`src/rtl/fbp_pkg.sv`:
```
package fbp_pkg;
  typedef enum logic [1:0] {
    SZ_BYTE  = 2'd0,
    SZ_ROW   = 2'd1,
    SZ_BLOCK = 2'd2,
    SZ_MASS  = 2'd3
  } op_size_e;

  localparam int unsigned CB_PGM  = 0;
  localparam int unsigned CB_ERS  = 1;
  localparam int unsigned CB_HVEN = 2;
endpackage

```
`src/rtl/fbp_span_end.sv`:
```
module fbp_span_end
  import fbp_pkg::*;
#(
  parameter int unsigned ADDR_W    = 15,
  parameter int unsigned ROW_BYTES = 64,
  parameter int unsigned BLK_BYTES = 512
) (
  input  logic [ADDR_W-1:0] addr_i,
  input  logic [1:0]        size_i,
  output logic [ADDR_W-1:0] end_o
);
  localparam logic [ADDR_W-1:0] ROW_MASK = ADDR_W'(ROW_BYTES - 1);
  localparam logic [ADDR_W-1:0] BLK_MASK = ADDR_W'(BLK_BYTES - 1);

  // spans are aligned, so only the last address matters against a top-anchored region
  always_comb begin
    unique case (op_size_e'(size_i))
      SZ_BYTE:  end_o = addr_i;
      SZ_ROW:   end_o = addr_i | ROW_MASK;
      SZ_BLOCK: end_o = addr_i | BLK_MASK;
      default:  end_o = '1;
    endcase
  end
endmodule

```
`src/rtl/fbp_floor.sv`:
```
module fbp_floor #(
  parameter int unsigned ADDR_W   = 15,
  parameter int unsigned NPB      = 4,
  parameter int unsigned POP_BASE = 'h1000
) (
  input  logic [NPB-1:0]    bpr_i,
  output logic [ADDR_W-1:0] floor_o,
  output logic              any_o
);
  localparam logic [ADDR_W:0] SPACE = (ADDR_W+1)'(1) << ADDR_W;

  logic [ADDR_W-1:0] start_w [NPB];

  for (genvar g = 0; g < NPB; g++) begin : g_start
    if (g == 0) begin : g_pop
      assign start_w[g] = ADDR_W'(POP_BASE);
    end else begin : g_frac
      assign start_w[g] = ADDR_W'(SPACE >> (NPB - g));
    end
  end

  always_comb begin
    floor_o = '1;
    for (int k = 0; k < NPB; k++) begin
      if (bpr_i[k] && (start_w[k] < floor_o)) floor_o = start_w[k];
    end
  end

  assign any_o = |bpr_i;
endmodule

```
`src/rtl/fbp_ctrl_gate.sv`:
```
module fbp_ctrl_gate
  import fbp_pkg::*;
#(
  parameter int unsigned DW = 8
) (
  input  logic          clk_i,
  input  logic          rst_ni,
  input  logic          we_i,
  input  logic [DW-1:0] wdata_i,
  input  logic          hit_i,
  output logic [DW-1:0] ctrl_o,
  output logic          viol_o
);
  logic pgm_q, ers_q, hven_q, viol_q;
  logic pgm_d, ers_d, hven_d, req_w;

  assign req_w  = wdata_i[CB_PGM] | wdata_i[CB_ERS];
  assign pgm_d  = wdata_i[CB_PGM] & ~hit_i;
  assign ers_d  = wdata_i[CB_ERS] & ~hit_i;
  // HV only on top of a request already held and still held
  assign hven_d = wdata_i[CB_HVEN] & (pgm_q | ers_q) & (pgm_d | ers_d);

  always_ff @(posedge clk_i or negedge rst_ni) begin
    if (!rst_ni) begin
      pgm_q  <= 1'b0;
      ers_q  <= 1'b0;
      hven_q <= 1'b0;
      viol_q <= 1'b0;
    end else begin
      viol_q <= we_i & req_w & hit_i;
      if (we_i) begin
        pgm_q  <= pgm_d;
        ers_q  <= ers_d;
        hven_q <= hven_d;
      end
    end
  end

  always_comb begin
    ctrl_o          = '0;
    ctrl_o[CB_PGM]  = pgm_q;
    ctrl_o[CB_ERS]  = ers_q;
    ctrl_o[CB_HVEN] = hven_q;
  end

  assign viol_o = viol_q;
endmodule

```
`src/rtl/fbp_guard.sv`:
```
module fbp_guard
  import fbp_pkg::*;
#(
  parameter int unsigned ADDR_W    = 15,
  parameter int unsigned BUS_AW    = 8,
  parameter int unsigned DW        = 8,
  parameter int unsigned NPB       = 4,
  parameter int unsigned POP_BASE  = 'h1000,
  parameter int unsigned ROW_BYTES = 64,
  parameter int unsigned BLK_BYTES = 512,
  parameter int unsigned BPR_ADDR  = 'h32,
  parameter int unsigned CTRL_ADDR = 'h30
) (
  input  logic              clk_i,
  input  logic              rst_ni,
  input  logic              bus_we_i,
  input  logic [BUS_AW-1:0] bus_addr_i,
  input  logic [DW-1:0]     bus_wdata_i,
  output logic [DW-1:0]     bus_rdata_o,
  input  logic [ADDR_W-1:0] op_addr_i,
  input  logic [1:0]        op_size_i,
  output logic [DW-1:0]     ctrl_o,
  output logic              viol_o
);
  localparam logic [BUS_AW-1:0] A_BPR  = BUS_AW'(BPR_ADDR);
  localparam logic [BUS_AW-1:0] A_CTRL = BUS_AW'(CTRL_ADDR);

  logic [NPB-1:0]    bpr_q;
  logic [ADDR_W-1:0] end_w, floor_w;
  logic              any_w, hit_w, sel_bpr, sel_ctrl;

  assign sel_bpr  = bus_addr_i == A_BPR;
  assign sel_ctrl = bus_addr_i == A_CTRL;

  always_ff @(posedge clk_i or negedge rst_ni) begin
    if (!rst_ni)                  bpr_q <= '1;
    else if (bus_we_i && sel_bpr) bpr_q <= bus_wdata_i[NPB-1:0];
  end

  fbp_span_end #(
    .ADDR_W(ADDR_W), .ROW_BYTES(ROW_BYTES), .BLK_BYTES(BLK_BYTES)
  ) u_span (
    .addr_i(op_addr_i), .size_i(op_size_i), .end_o(end_w)
  );

  fbp_floor #(
    .ADDR_W(ADDR_W), .NPB(NPB), .POP_BASE(POP_BASE)
  ) u_floor (
    .bpr_i(bpr_q), .floor_o(floor_w), .any_o(any_w)
  );

  assign hit_w = any_w & (end_w >= floor_w);

  fbp_ctrl_gate #(.DW(DW)) u_gate (
    .clk_i(clk_i), .rst_ni(rst_ni), .we_i(bus_we_i & sel_ctrl),
    .wdata_i(bus_wdata_i), .hit_i(hit_w), .ctrl_o(ctrl_o), .viol_o(viol_o)
  );

  always_comb begin
    bus_rdata_o = '0;
    if (sel_bpr)       bus_rdata_o[NPB-1:0] = bpr_q;
    else if (sel_ctrl) bus_rdata_o = ctrl_o;
  end
endmodule

```
`config.mk`:
```
export PLATFORM = sky130hd
export DESIGN_NAME = fbp_guard
export DESIGN_NICKNAME = d
export VERILOG_FILES = /design/src/rtl/fbp_pkg.sv /design/src/rtl/fbp_span_end.sv /design/src/rtl/fbp_floor.sv /design/src/rtl/fbp_ctrl_gate.sv /design/src/rtl/fbp_guard.sv
export SDC_FILE = /design/constraint.sdc
export NUM_CORES = 1
export LEC_CHECK = 0
export CAP_MARGIN = 20
export CORE_MARGIN = 2
export CORE_UTILIZATION = 35
export CTS_BUF_LIST = sky130_fd_sc_hd__clkbuf_4 sky130_fd_sc_hd__clkbuf_8
export DETAILED_ROUTE_END_ITERATION = 6
export PLACE_DENSITY = 0.72
export REMOVE_ABC_BUFFERS = 1
export SLEW_MARGIN = 20
export SYNTH_ARGS = -nofsm -noshare
export SYNTH_HDL_FRONTEND = slang
export SYNTH_SLANG_ARGS = --single-unit
```
`constraint.sdc`:
```
create_clock -name clk_i -period 2.6 [get_ports clk_i]
set_input_delay 0.52 -clock clk_i [delete_from_list [all_inputs] [get_ports clk_i]]
set_output_delay 0.52 -clock clk_i [all_outputs]
set_load 0.02 [all_outputs]
```
==> key figures <==
Setup path
  • Path depth of the worst reg2reg path: 8
  • Critical Path, Cell by Cell: clkdlybuf4s50_1 -> nor4_2 -> and4b_2 -> a22o_2 -> clkdlybuf4s15_1
  • Max stage delay on crit path: 0.41 ns
  • Internal reg-to-reg setup slack: 0.17 ns
  • Worst flop-to-flop path startpoint: bpr_q[2]$_DFFE_PN1P_
  • Buf/Inv on CP: 2
  • Data arrival time of the critical path: 2.02 ns
  • Worst Path Required: 2.08 ns
  • Worst setup path start: bus_addr_i[2]
  • CP max-delay cell: clkdlybuf4s50_1
  • Top Family by Delay on Critical Path: buffers and inverters
  • Reg2reg end: u_gate.hven_q$_DFFE_PN0P_
  • Worst setup SP type: input pin
  • Endpoint class of the critical path: output port
  • Kind of critical path: input pin to output port
  • Crit Path Max Fanout: 4

Cells and area
  • Nets@finish: 231
  • Commonest cells after routing, fill and taps aside: clkdlybuf4s50_1, nand2_1, ha_1, buf_4, conb_1
  • N_diodes: 0
  • Fillers: 249
  • Multi-input logic area: 870 µm²
  • Reg area: 205 µm²
  • Fraction of layout cells with a size suffix above 1: 0.311
  • Layout area overhead: 53.6%
  • Most common cell after layout, fill and taps aside: clkdlybuf4s50_1

Drt
  • Vias per cell: 5.22
  • WL final: 2.82 mm
  • DRC Markers: 2
  • Routed via count: 1086
  • DRT antenna net count: 0
  • WL/cell: 13.6 µm
  • Iter 0 DRT Violations: 22
  • Drt first pass iters: 6

STA
  • Final TNS setup: 0 ns
  • Max Slew Vio Count: 0
  • Peak Freq: 394 MHz
  • Tcrit/Tclk final: 0.976
  • Setup violators final: 0
  • Hold slack final: 0.526 ns
  • Count of final hold-check violations: 0
  • Max Clock Skew: 0.00985 ns
  • Tmin final: 2.54 ns
  • RSZ-0062 raised after global routing: no

Synthesis
  • Flops & latches, synth: 8
  • Synth Cell Area: 1060 µm²
  • Gate Count Post-Synth: 129
  • Post-synthesis sequential area ratio: 0.194
  • Number of library cell types mapped by synthesis: 39
  • Syn avg cell area: 8.19 µm²
  • Yosys warnings: 0

Floorplanning
  • Die extent in x: 58.9 µm
  • Placeable Area: 2810 µm²
  • Chip height: 58.9 µm
  • Site row count: 19
  • Initial core utilization: 0.376
  • I/O Pins: 53
  • Die area: 3470 µm²

Clocking
  • CTS clock-pin slew for the worst setup and hold paths: 0.06 ns
  • CTS buffer count: 3
  • CTS H-tree depth: 1
  • Clk buf depth: 2
  • Post-CTS Setup Bufs: 0
  • Clock root buffer: clkbuf_4
  • Clock Latency Late Sink: 0.26 ns
  • Clock Sinks: 8
  • CTS tree: done

Global route
  • GRT Residual Overflow: 0
  • Tot GR Track Use: 0.181
  • Vias in the first global route: 1159
  • Initial antenna violation count: 0
  • Largest net degree at the start of global routing: 9
  • Global-route wire length before repair: 4.91 mm

Place
  • Port bufs: 39
  • DPL Wire Length: 2.33 mm
  • Routability cong.: 0.751

Power and ir drop
  • Worst VDD drop: 0.000149 V
  • Pwr/cell area: 337 nW/µm²
  • Static Leak: 0.749 nW

Run status
  • Status: finished, violations left
  • Failing checks: design-rule violations

Flow run
  • Max cap viols: 0

Min path
  • Hold WC Path Type: input pin to asynchronous set/reset pin
==> where the power goes <==
group,total [mW],internal [mW],switching [mW]
Sequential,0.139,0.132,0.00681
Clock,0.115,0.0693,0.0458
Combinational,0.292,0.151,0.141
==> cells in the mapped netlist <==
cell       n  share of area
a211o_2    1         0.0095
a211oi_1   1         0.0071
a21o_1     5          0.036
a21oi_1    5          0.024
a22o_1     2          0.017
a22o_2     1         0.0095
a31oi_1    2          0.012
and2_1     2          0.012
and3_1     2          0.012
and4_1     1         0.0083
and4b_1    1         0.0095
buf_2      1         0.0047
buf_4     12          0.085
clkbuf_1   1         0.0036
conb_1     1         0.0036
dfrtp_1    4          0.095
dfstp_2    4           0.10
ha_1      17           0.20
inv_1      7          0.025
mux2_2     4          0.043
nand2_1   15          0.053
nand3_1    8          0.038
nand4_1    3          0.018
nor2_1     2         0.0071
nor2b_1    2          0.012
nor3_1     1         0.0047
nor4_1     1         0.0059
o211ai_2   1          0.012
o21a_1     1         0.0071
o21ai_0    6          0.028
o21ai_1    4          0.019
o22a_1     1         0.0083
o31a_1     2          0.017
o31ai_1    2          0.014
or2_2      1         0.0059
or3_1      2          0.012
or3_2      1         0.0071
or4_1      1         0.0071
or4_2      1         0.0083
==> worst register-to-register path, stage by stage (launching register included) <==
cell and delay [ns]:
dfstp_2 0.40, or4_4 0.59, buf_4 0.19, ha_1 0.31
nor2b_1 0.14, o21ai_0 0.14, a31oi_1 0.13, o31a_1 0.33
o21ai_2 0.15
==> cell type report <==
class                           instances  area share
Multi-Input combinational cell        108       0.536
Timing Repair Buffer                   50       0.279
Sequential cell                         8       0.127
Tap cell                               31      0.0239
Clock buffer                            4      0.0185
Inverter                                7      0.0162
==> layer usage <==
layer	part of all wire	GRT usage	vias up	wire [µm]
li1	-	-	551	-
met1	0.43	0.223	511	1200
met2	0.54	0.332	24	1520
met3	0.035	0.0330	0	99
met4	0	0.0292	0	0
met5	0	0	-	0
==> worst max path at each step <==
stage                                 to  slack, ns  depth (start not counted)
6_report                  bus_rdata_o[2]       0.06                          5
5_1_grt                   bus_rdata_o[3]      0.007                          5
4_1_cts                   bus_rdata_o[0]       0.01                          5
3_5_place_dp   u_gate.hven_q$_DFFE_PN0P_      -0.77                         11
3_3_place_gp   u_gate.hven_q$_DFFE_PN0P_      -0.68                         11
2_1_floorplan   u_gate.ers_q$_DFFE_PN0P_      -0.07                         10
==> sequential cells by signal (all words and copies together) (netlist names) <==
register       flops
bpr_q              4
u_gate.ers_q       1
u_gate.hven_q      1
u_gate.pgm_q       1
u_gate.viol_o      1
==> cells by family after synthesis <==
logic type	after synthesis	share of synthesized area
buffers and inverters	21	0.118
AND/OR/NAND/NOR	44	0.220
AO/OA/AOI/OAI	34	0.219
other	1	0.00355
multiplexers	4	0.0427
adder cells (fa/ha/maj)	17	0.201
flip-flops	8	0.194
==> what timing repair did <==
action                     CTS  global route
cloned                       0             0
resized for setup           24            17
setup endpoints to repair    8             8
hold buffers                 0             0
pin swaps                    8             8
==> per-stage QoR <==
step	total power [mW]	instance area (µm²)	utilization	std cells	setup slack, ns
after floorplan	0.282	987	-	123	-0.0734
after global placement	0.378	1500	0.534	204	-0.680
after detailed placement	0.392	1500	0.534	204	-0.774
after CTS	0.526	1580	0.562	208	0.0125
after global routing	0.601	1620	0.578	208	0.00740
final	0.546	1620	0.578	208	0.0629
No activity file was read; power rests on OpenSTA's default activity.
